## src/rtl/bankrf_pkg.sv

```systemverilog
package bankrf_pkg;
    localparam int DATA_W    = 32;
    localparam int ARCH_N    = 16;
    localparam int AIDX_W    = $clog2(ARCH_N);
    localparam int MODE_W    = 5;
    localparam int FIQ_LO    = 8;
    localparam int FIQ_HI    = 14;
    localparam int FIQ_CNT   = FIQ_HI - FIQ_LO + 1;
    localparam int PAIR_LO   = 13;
    localparam int PAIR_CNT  = 2;
    localparam int EXC_PAIRS = 4;
    localparam int PHYS_N    = ARCH_N + FIQ_CNT + EXC_PAIRS * PAIR_CNT;
    localparam int PIDX_W    = $clog2(PHYS_N);
    localparam int SPSR_N    = 1 + EXC_PAIRS;
    localparam int FIQ_BASE  = ARCH_N;
    localparam int SVC_BASE  = FIQ_BASE + FIQ_CNT;
    localparam int ABT_BASE  = SVC_BASE + PAIR_CNT;
    localparam int IRQ_BASE  = ABT_BASE + PAIR_CNT;
    localparam int UND_BASE  = IRQ_BASE + PAIR_CNT;

    localparam logic [MODE_W-1:0] MC_USR = 5'b10000;
    localparam logic [MODE_W-1:0] MC_FIQ = 5'b10001;
    localparam logic [MODE_W-1:0] MC_IRQ = 5'b10010;
    localparam logic [MODE_W-1:0] MC_SVC = 5'b10011;
    localparam logic [MODE_W-1:0] MC_ABT = 5'b10111;
    localparam logic [MODE_W-1:0] MC_UND = 5'b11011;

    localparam logic [DATA_W-1:0] PSR_RESET = 32'h0000_00D3;

    typedef enum logic [2:0] {
        BK_USR = 3'd0,
        BK_FIQ = 3'd1,
        BK_SVC = 3'd2,
        BK_ABT = 3'd3,
        BK_IRQ = 3'd4,
        BK_UND = 3'd5
    } bank_e;
endpackage

```

## src/rtl/bankrf_mode_decode.sv

```systemverilog
module bankrf_mode_decode
    import bankrf_pkg::*;
(
    input  logic [MODE_W-1:0] mode_i,
    output bank_e             bank_o
);
    always_comb begin
        unique case (mode_i)
            MC_FIQ:  bank_o = BK_FIQ;
            MC_SVC:  bank_o = BK_SVC;
            MC_ABT:  bank_o = BK_ABT;
            MC_IRQ:  bank_o = BK_IRQ;
            MC_UND:  bank_o = BK_UND;
            default: bank_o = BK_USR;
        endcase
    end
endmodule

```

## src/rtl/bankrf_index_map.sv

```systemverilog
module bankrf_index_map
    import bankrf_pkg::*;
(
    input  bank_e             bank_i,
    input  logic [AIDX_W-1:0] arch_i,
    output logic [PIDX_W-1:0] phys_o
);
    int  arch_int;
    int  pair_base;
    logic in_fiq_range;
    logic in_pair_range;

    always_comb begin
        arch_int      = int'(arch_i);
        in_fiq_range  = (arch_int >= FIQ_LO) && (arch_int <= FIQ_HI);
        in_pair_range = (arch_int >= PAIR_LO) && (arch_int < PAIR_LO + PAIR_CNT);
        pair_base     = 0;
        phys_o        = PIDX_W'(arch_int);
        unique case (bank_i)
            BK_FIQ: begin
                if (in_fiq_range) phys_o = PIDX_W'(FIQ_BASE + arch_int - FIQ_LO);
            end
            BK_SVC, BK_ABT, BK_IRQ, BK_UND: begin
                unique case (bank_i)
                    BK_SVC:  pair_base = SVC_BASE;
                    BK_ABT:  pair_base = ABT_BASE;
                    BK_IRQ:  pair_base = IRQ_BASE;
                    default: pair_base = UND_BASE;
                endcase
                if (in_pair_range) phys_o = PIDX_W'(pair_base + arch_int - PAIR_LO);
            end
            default: phys_o = PIDX_W'(arch_int);
        endcase
    end
endmodule

```

## src/rtl/bankrf_status.sv

```systemverilog
module bankrf_status
    import bankrf_pkg::*;
#(
    parameter int                DW       = DATA_W,
    parameter logic [DW-1:0]     RST_WORD = PSR_RESET
) (
    input  logic          clk,
    input  logic          rst_n,
    input  bank_e         bank_i,
    input  logic          sel_i,
    input  logic          we_i,
    input  logic [DW-1:0] wdata_i,
    output logic [DW-1:0] rdata_o,
    output logic [DW-1:0] cur_o
);
    logic [DW-1:0] cur_q;
    logic [DW-1:0] saved_q [SPSR_N];
    logic          is_user;
    logic [DW-1:0] saved_rd;

    assign is_user = (bank_i == BK_USR);

    always_ff @(posedge clk) begin
        if (!rst_n)                cur_q <= RST_WORD;
        else if (we_i && !sel_i)   cur_q <= wdata_i;
    end

    for (genvar s = 0; s < SPSR_N; s++) begin : g_saved
        always_ff @(posedge clk) begin
            if (!rst_n)
                saved_q[s] <= '0;
            else if (we_i && sel_i && !is_user && (int'(bank_i) == s + 1))
                saved_q[s] <= wdata_i;
        end
    end

    always_comb begin
        saved_rd = cur_q;
        for (int s = 0; s < SPSR_N; s++)
            if (int'(bank_i) == s + 1) saved_rd = saved_q[s];
    end

    assign rdata_o = (sel_i && !is_user) ? saved_rd : cur_q;
    assign cur_o   = cur_q;
endmodule

```

## src/rtl/regfile_banked.sv

```systemverilog
module regfile_banked
    import bankrf_pkg::*;
(
    input  logic              clk,
    input  logic              rst_n,
    input  logic [MODE_W-1:0] mode,
    input  logic [AIDX_W-1:0] rd_a_idx,
    output logic [DATA_W-1:0] rd_a_data,
    input  logic [AIDX_W-1:0] rd_b_idx,
    output logic [DATA_W-1:0] rd_b_data,
    input  logic              wr_en,
    input  logic [AIDX_W-1:0] wr_idx,
    input  logic [DATA_W-1:0] wr_data,
    input  logic              psr_sel,
    input  logic              psr_wr_en,
    input  logic [DATA_W-1:0] psr_wr_data,
    output logic [DATA_W-1:0] psr_rd_data
);
    localparam int NPORT = 3;

    bank_e             bank;
    logic [AIDX_W-1:0] arch_idx [NPORT];
    logic [PIDX_W-1:0] phys_idx [NPORT];
    logic [DATA_W-1:0] gpr_q    [PHYS_N];
    logic [DATA_W-1:0] cpsr_w;

    bankrf_mode_decode u_dec (
        .mode_i (mode),
        .bank_o (bank)
    );

    assign arch_idx[0] = rd_a_idx;
    assign arch_idx[1] = rd_b_idx;
    assign arch_idx[2] = wr_idx;

    for (genvar p = 0; p < NPORT; p++) begin : g_map
        bankrf_index_map u_map (
            .bank_i (bank),
            .arch_i (arch_idx[p]),
            .phys_o (phys_idx[p])
        );
    end

    for (genvar g = 0; g < PHYS_N; g++) begin : g_gpr
        always_ff @(posedge clk) begin
            if (!rst_n)
                gpr_q[g] <= '0;
            else if (wr_en && (int'(phys_idx[2]) == g))
                gpr_q[g] <= wr_data;
        end
    end

    always_comb begin
        rd_a_data = '0;
        rd_b_data = '0;
        for (int g = 0; g < PHYS_N; g++) begin
            if (int'(phys_idx[0]) == g) rd_a_data = gpr_q[g];
            if (int'(phys_idx[1]) == g) rd_b_data = gpr_q[g];
        end
    end

    bankrf_status #(
        .DW       (DATA_W),
        .RST_WORD (PSR_RESET)
    ) u_psr (
        .clk     (clk),
        .rst_n   (rst_n),
        .bank_i  (bank),
        .sel_i   (psr_sel),
        .we_i    (psr_wr_en),
        .wdata_i (psr_wr_data),
        .rdata_o (psr_rd_data),
        .cur_o   (cpsr_w)
    );
endmodule

```

## config.mk

```make
export PLATFORM = sky130hd
export DESIGN_NAME = regfile_banked
export DESIGN_NICKNAME = d
export VERILOG_FILES = /design/src/rtl/bankrf_pkg.sv /design/src/rtl/bankrf_mode_decode.sv /design/src/rtl/bankrf_index_map.sv /design/src/rtl/bankrf_status.sv /design/src/rtl/regfile_banked.sv
export SDC_FILE = /design/constraint.sdc
export NUM_CORES = 2
export LEC_CHECK = 0
export BUFFER_PORTS_ARGS = -buffer_cell sky130_fd_sc_hd__buf_2
export CAP_MARGIN = 10
export CELL_PAD_IN_SITES_DETAIL_PLACEMENT = 1
export CELL_PAD_IN_SITES_GLOBAL_PLACEMENT = 2
export CORE_UTILIZATION = 47
export CTS_BUF_LIST = sky130_fd_sc_hd__clkbuf_4 sky130_fd_sc_hd__clkbuf_8
export DETAILED_ROUTE_END_ITERATION = 16
export PLACE_DENSITY = 0.95
export SLEW_MARGIN = 20
export SYNTH_ARGS = -nofsm -noshare
export SYNTH_HDL_FRONTEND = slang
export SYNTH_HIERARCHICAL = 1
export SYNTH_SLANG_ARGS = --single-unit
```

## constraint.sdc

```tcl
create_clock -name clk -period 16 [get_ports clk]
set_input_delay 1.6 -clock clk [delete_from_list [all_inputs] [get_ports clk]]
set_output_delay 1.6 -clock clk [all_outputs]
set_load 0.05 [all_outputs]
```

== After elaboration in Yosys (flattened, before gate mapping) ==
Memories as Yosys holds them, arrays and structs flattened.
Cells that the tools add are included.
W data, S select, Z words.

* Memories: 2
* Register bits after elaboration: 32
* RAM bits: 1,152
* Output and inout port bits: 96
* Input port bits: 86
* Logic and storage cells: 446

* Add/sub/neg operators: 12
* Bitwise gates (word level): 36
* Order comparisons: 12
* Equality and inequality tests: 105
* Reductions and logical operators: 53
* Muxes and demuxes: 225

{| class="wikitable"
|+ Memories
! memory !! depth !! width !! read ports !! clocked after Yosys merged registers in !! wr ports !! RTL line !! text
|-
| gpr_q || 31 || 32 || 31 || 0 || 31 || regfile_banked.sv:24 || <nowiki>logic [DATA_W-1:0] gpr_q [PHYS_N];</nowiki>
|-
| u_psr.saved_q || 5 || 32 || 5 || 0 || 5 || bankrf_status.sv:17 || <nowiki>logic [DW-1:0] saved_q [SPSR_N];</nowiki>
|}

{| class="wikitable"
|+ Operators by type and width
! cell !! number
|-
| $mux W32 || 104
|-
| $eq A5 B5 Y1 const B || 53
|-
| $eq A5 B4 Y1 const B || 24
|-
| $mux W1 || 109
|-
| $eq A5 B3 Y1 const B || 12
|-
| $logic_and A1 B1 Y1 || 46
|-
| $or A1 B1 Y1 || 36
|-
| $mux W5 || 7
|-
| $eq A5 B2 Y1 const B || 6
|-
| $pmux W5 S2 || 3
|-
| $sub A5 B5 Y5 const B || 6
|-
| $ge A4 B4 Y1 const B || 6
|-
| $eq A3 B3 Y1 const B || 6
|-
| $add A5 B4 Y5 const A || 3
|-
| $add A5 B5 Y5 || 3
|-
| $logic_not A5 Y1 || 3
|-
| $pmux W3 S5 || 1
|-
| $le A4 B4 Y1 const B || 3
|-
| $lt A4 B4 Y1 const B || 3
|-
| $pmux W4 S3 || 1
|-
| $eq A3 B2 Y1 const B || 3
|-
| $reduce_or A4 Y1 || 1
|-
| $eq A3 B1 Y1 const B || 1
|-
| $logic_not A3 Y1 || 1
|-
| $logic_not A1 Y1 || 2
|}

== Depth between registers and ports, before layout ==
* Depth in word-level cells: 41
* Gate-level depth with buffers: 22
* Mapped depth without buffers: 18

== By module ==
The synthesis kept the hierarchy.

{| class="wikitable"
|+ Modules (own cells, without submodules)
! module !! area an instance (um^2) !! cells each !! instances
|-
| regfile_banked || 55,603.3 || 5,257 || 1
|-
| bankrf_status || 9,317.7 || 771 || 1
|-
| bankrf_index_map (g_map[1].u_map) || 251.5 || 33 || 1
|-
| bankrf_index_map (g_map[2].u_map) || 244.0 || 33 || 1
|-
| bankrf_index_map (g_map[0].u_map) || 242.7 || 34 || 1
|-
| bankrf_mode_decode || 57.6 || 8 || 1
|}

== Worst setup path before layout ==
Ideal clock, no wire load.

* Kind: input to output
* From: input mode[0]
* To: output rd_a_data[20]
* Slack: 7,458 ps
* Arrival time: 6,942 ps
* Cell stages on the path: 17
* Path buffers: 2
* Data required time: 14,400 ps
* Cells stage by stage: nand2_1 -> nor3b_1 -> o21ai_0 -> ha_1 -> inv_1 -> ha_1 -> fa_1 -> o41ai_1 -> o21ai_0 -> buf_2 -> buf_4 -> nor3_4 -> a221oi_2 -> a211oi_1 -> nor4_1 -> or4_1 -> a211oi_1

{| class="wikitable"
|+ RTL lines
! element !! RTL line !! text
|-
| from (decl) || regfile_banked.sv:6 || <nowiki>input logic [MODE_W-1:0] mode,</nowiki>
|-
| to (decl) || regfile_banked.sv:8 || <nowiki>output logic [DATA_W-1:0] rd_a_data,</nowiki>
|}

==> run_results.csv <==
group,metric,value,unit
status,status,"completed",
clocking,cts.sinks,1184,
placed_design,portBuffers,181,
setup_path,cpPeakStageDelay,0.88,ns
clocking,clk_latency,0.99,ns
finish,postLayoutCellArea,72400,sq um
setup_path,crit_arrival,9.50,ns
synthesis,synthesis.area,65700,sq um
sta,fin_worst_skew,0,ns
detailed_routing,vias,59451,
detailed_routing,post_drt_wl_per_cell,38.1,microns
sta,fin_crit,11.10,ns
sta,setup_viol,0,
global_route,first_global_vias,58638,
detailed_routing,drt-initial-drc-count,10129,
sta,finalHoldViolCount,0,
clocking,cts_setup_buffers,0,
clocking,cts_hold_buf,0,
global_route,grt_pass1_wl,433000,microns
sta,rsz0062_at_grt,"no",
detailed_routing,drt_drc_violations_left,0,
setup_path,reg2reg_depth,2,
sta,fin_crit_sh,69.4,%
placed_design,dp_cells,7769,
setup_path,r2r_slack,15.29,ns
pwr,leakagePower,25.2,nW
synthesis,synth_common_cells,"and2_1 (1157), edfxtp_1 (1152), a21oi_1 (498)",
sta,fmax,90.1,MHz
global_route,antenna_found_initial,34,
placed_design,postPlaceCellArea,68400,sq um
clocking,clk_pin_slew,0.05,ns
floorplan,chipWidth,376,microns
floorplan,initial_utilization,47.6,%
sta,relSlewSlack,7.88,%
clocking,cts_root_buf,"clkbuf_8",
detailed_routing,drt_pass1_iterations,11,
setup_path,cp-endpoint,"rd_a_data[20]",
setup_path,cpMostUsedCell,"buf_4",
pwr,p_total,0.00778,W
clocking,clockBufferDepth,3,
global_route,grt_max_degree,116,
synthesis,synth_cell_types,110,
clocking,ctsResizeCount,0,
clocking,cts_tree,"done",
clocking,numCtsBuffers,204,
synthesis,yosys.area.top_type,"edfxtp_1",
floorplan,num_io_pins,182,
synthesis,synth-seq-cells,1184,
synthesis,synth_seq_area_share,53.6,%
setup_path,critPathRequiredTime,14.40,ns
min_path,hold_path.class,"reg -> reg",
setup_path,path_class,"in -> out",
global_route,gr-total-overflow,0,
clocking,cts-htree-levels,4,
setup_path,cpMaxStageDelayCell,"a211oi_1",
floorplan,die_area,141000,sq um
synthesis,synth_edf_count,1152,
floorplan,core_area,138000,sq um
setup_path,cp.depth,23,
sta,finalSetupTns,0,ns
sta,slew_viol_final,0,
synthesis,synth.most_common_cell,"and2_1",
synthesis,synth.area.top_cells,"edfxtp_1 (53%), and2_1 (11%), a21oi_1 (3.8%)",
detailed_routing,wl,311000,microns
synthesis,synth-async-reset-ratio,0,%
setup_path,r2r-end,"u_psr/cur_o[31]$_SDFFE_PN0P_",
finish,fin_cells,8156,
setup_path,critPathLaunch,"mode[2]",
setup_path,path_max_fanout,59,
synthesis,synthFlopType,"edfxtp_1",
setup_path,rr_startpoint,"u_psr/cur_o[31]$_SDFFE_PN0P_",
finish,area_growth,10.2,%
synthesis,syn_inst,6136,
global_route,grtUsageTotal,42.9,%
sta,worst-slew-pin-transition,1.38,ns
synthesis,syn_nets,6240,
setup_path,start_kind,"input pin",
setup_path,path_cells,"buf_2, xnor2_1, mux2i_1, nor2_4, buf_4, nand2b_1, o21ai_0, ha_1, inv_1, ha_1, fa_1, o41ai_1, o21ai_4, nand2b_1, buf_4, nor2_1, buf_4, a221oi_2, a211oi_1, nor4_1, or4_1, a211oi_1, buf_2",
floorplan,die_y,376,microns
floorplan,rows,136,
placed_design,hpwlAfterDp,203000,microns
synthesis,synth_top_area_share,52.6,%
pwr,power_density,107,nW/um^2
synthesis,yosys_warnings,6,
finish,nets,6216,
placed_design,gp_congestion,1.04,
pwr,irDropWorstVdd,82.2,uV
finish,drive_gt1_share,17.0,%
setup_path,crit_family,"simple AND/OR/NAND/NOR gates",
detailed_routing,routed_via_density,7.29,
run,drv_cap,0,
detailed_routing,ant_nets,0,
setup_path,worst-path-buf-inv,6,
setup_path,end_kind,"output port",
synthesis,avgSynthCellArea,10.7,sq um
-- worst reg2reg max path, delay by kind of cell (launching register included) --
kind	cells	cell delay [ns]
AOI/OAI and AO/OA	1	0.23
DFF	1	0.34
and+or+nand+nor	1	0.06
-- cell type report --
cell class | count | area, sq um
clock inverter | 84 | 558
clock buffer | 281 | 3400
sequential | 1184 | 35200
inverter | 26 | 97.6
timing repair buffer | 375 | 2420
antenna | 22 | 55.1
fill | 14899 | 65700
tap | 1863 | 2330
multi-input combinational | 4321 | 28400
-- state kept, by name, indices dropped and copies added, names as in the netlist --
register       count
gpr_q            992
u_psr/cur_o       32
u_psr/saved_q    160
-- cell families after synthesis --
logic type | after synthesis | share of synthesized area [%]
AND/OR/NAND/NOR | 2230 | 19.2
AO/OA/AOI/OAI | 1810 | 17.8
flip-flops | 1184 | 53.6
buffers and inverters | 631 | 4.34
multiplexers | 252 | 4.53
adder cells (fa/ha/maj) | 18 | 0.377
XOR/XNOR | 11 | 0.147
-- per-layer routing --
metal / track usage (%) / routed length (microns) / up-vias
li1: - / - / 22909
met1: 52.3 / 105000 / 29338
met2: 63.1 / 131000 / 5504
met3: 15.5 / 46400 / 1656
met4: 30.2 / 27400 / 44
met5: 0 / 433 / -
-- power by group --
part	total [W]	internal (W)	switching, W
combinational	0.00126	0.000292	0.000971
sequential	0.00369	0.00358	0.000114
clock	0.00282	0.00142	0.00140
-- cell usage in the layout (no fill, tap or decap), drive strengths merged, types with 74 or more instances in the layout --
cell,count
nand3,74
a211oi,74
mux2,94
a22oi,101
buf,374
edfxtp,1152
a21oi,499
nand2,344
and2,1159
mux2i,131
clkbuf,282
nor2,340
o22ai,278
o221ai,75
o21ai,372
-- per-stage QoR --
| stage | worst slack [ns] | hold WS [ns] | util, % |
|---|---|---|---|
| 3_5_place_dp | 5.79 | 0.459 | 49.5 |
| 6_report | 4.90 | 0.464 | 52.4 |
| 3_3_place_gp | 5.98 | 0.449 | 49.5 |
| 5_1_grt | 4.86 | 0.485 | 52.4 |
| 4_1_cts | 5.77 | 0.467 | 52.4 |
| 2_1_floorplan | 7.46 | 0.441 | - |
-- worst min-delay path by stage --
stage | start | to | slack [ns] | cells past startpoint
3_3_place_gp | u_psr/cur_o[13]$_SDFFE_PN0P_ | u_psr/cur_o[13]$_SDFFE_PN0P_ | 0.45 | 2
6_report | u_psr/cur_o[21]$_SDFFE_PN0P_ | u_psr/cur_o[21]$_SDFFE_PN0P_ | 0.46 | 2
2_1_floorplan | u_psr/cur_o[0]$_SDFFE_PN1P_ | u_psr/cur_o[0]$_SDFFE_PN1P_ | 0.44 | 2
5_1_grt | u_psr/cur_o[5]$_SDFFE_PN0P_ | u_psr/cur_o[5]$_SDFFE_PN0P_ | 0.49 | 2
3_5_place_dp | u_psr/cur_o[21]$_SDFFE_PN0P_ | u_psr/cur_o[21]$_SDFFE_PN0P_ | 0.46 | 2
4_1_cts | u_psr/cur_o[21]$_SDFFE_PN0P_ | u_psr/cur_o[21]$_SDFFE_PN0P_ | 0.47 | 2
Power figures use the tool's default switching activity.
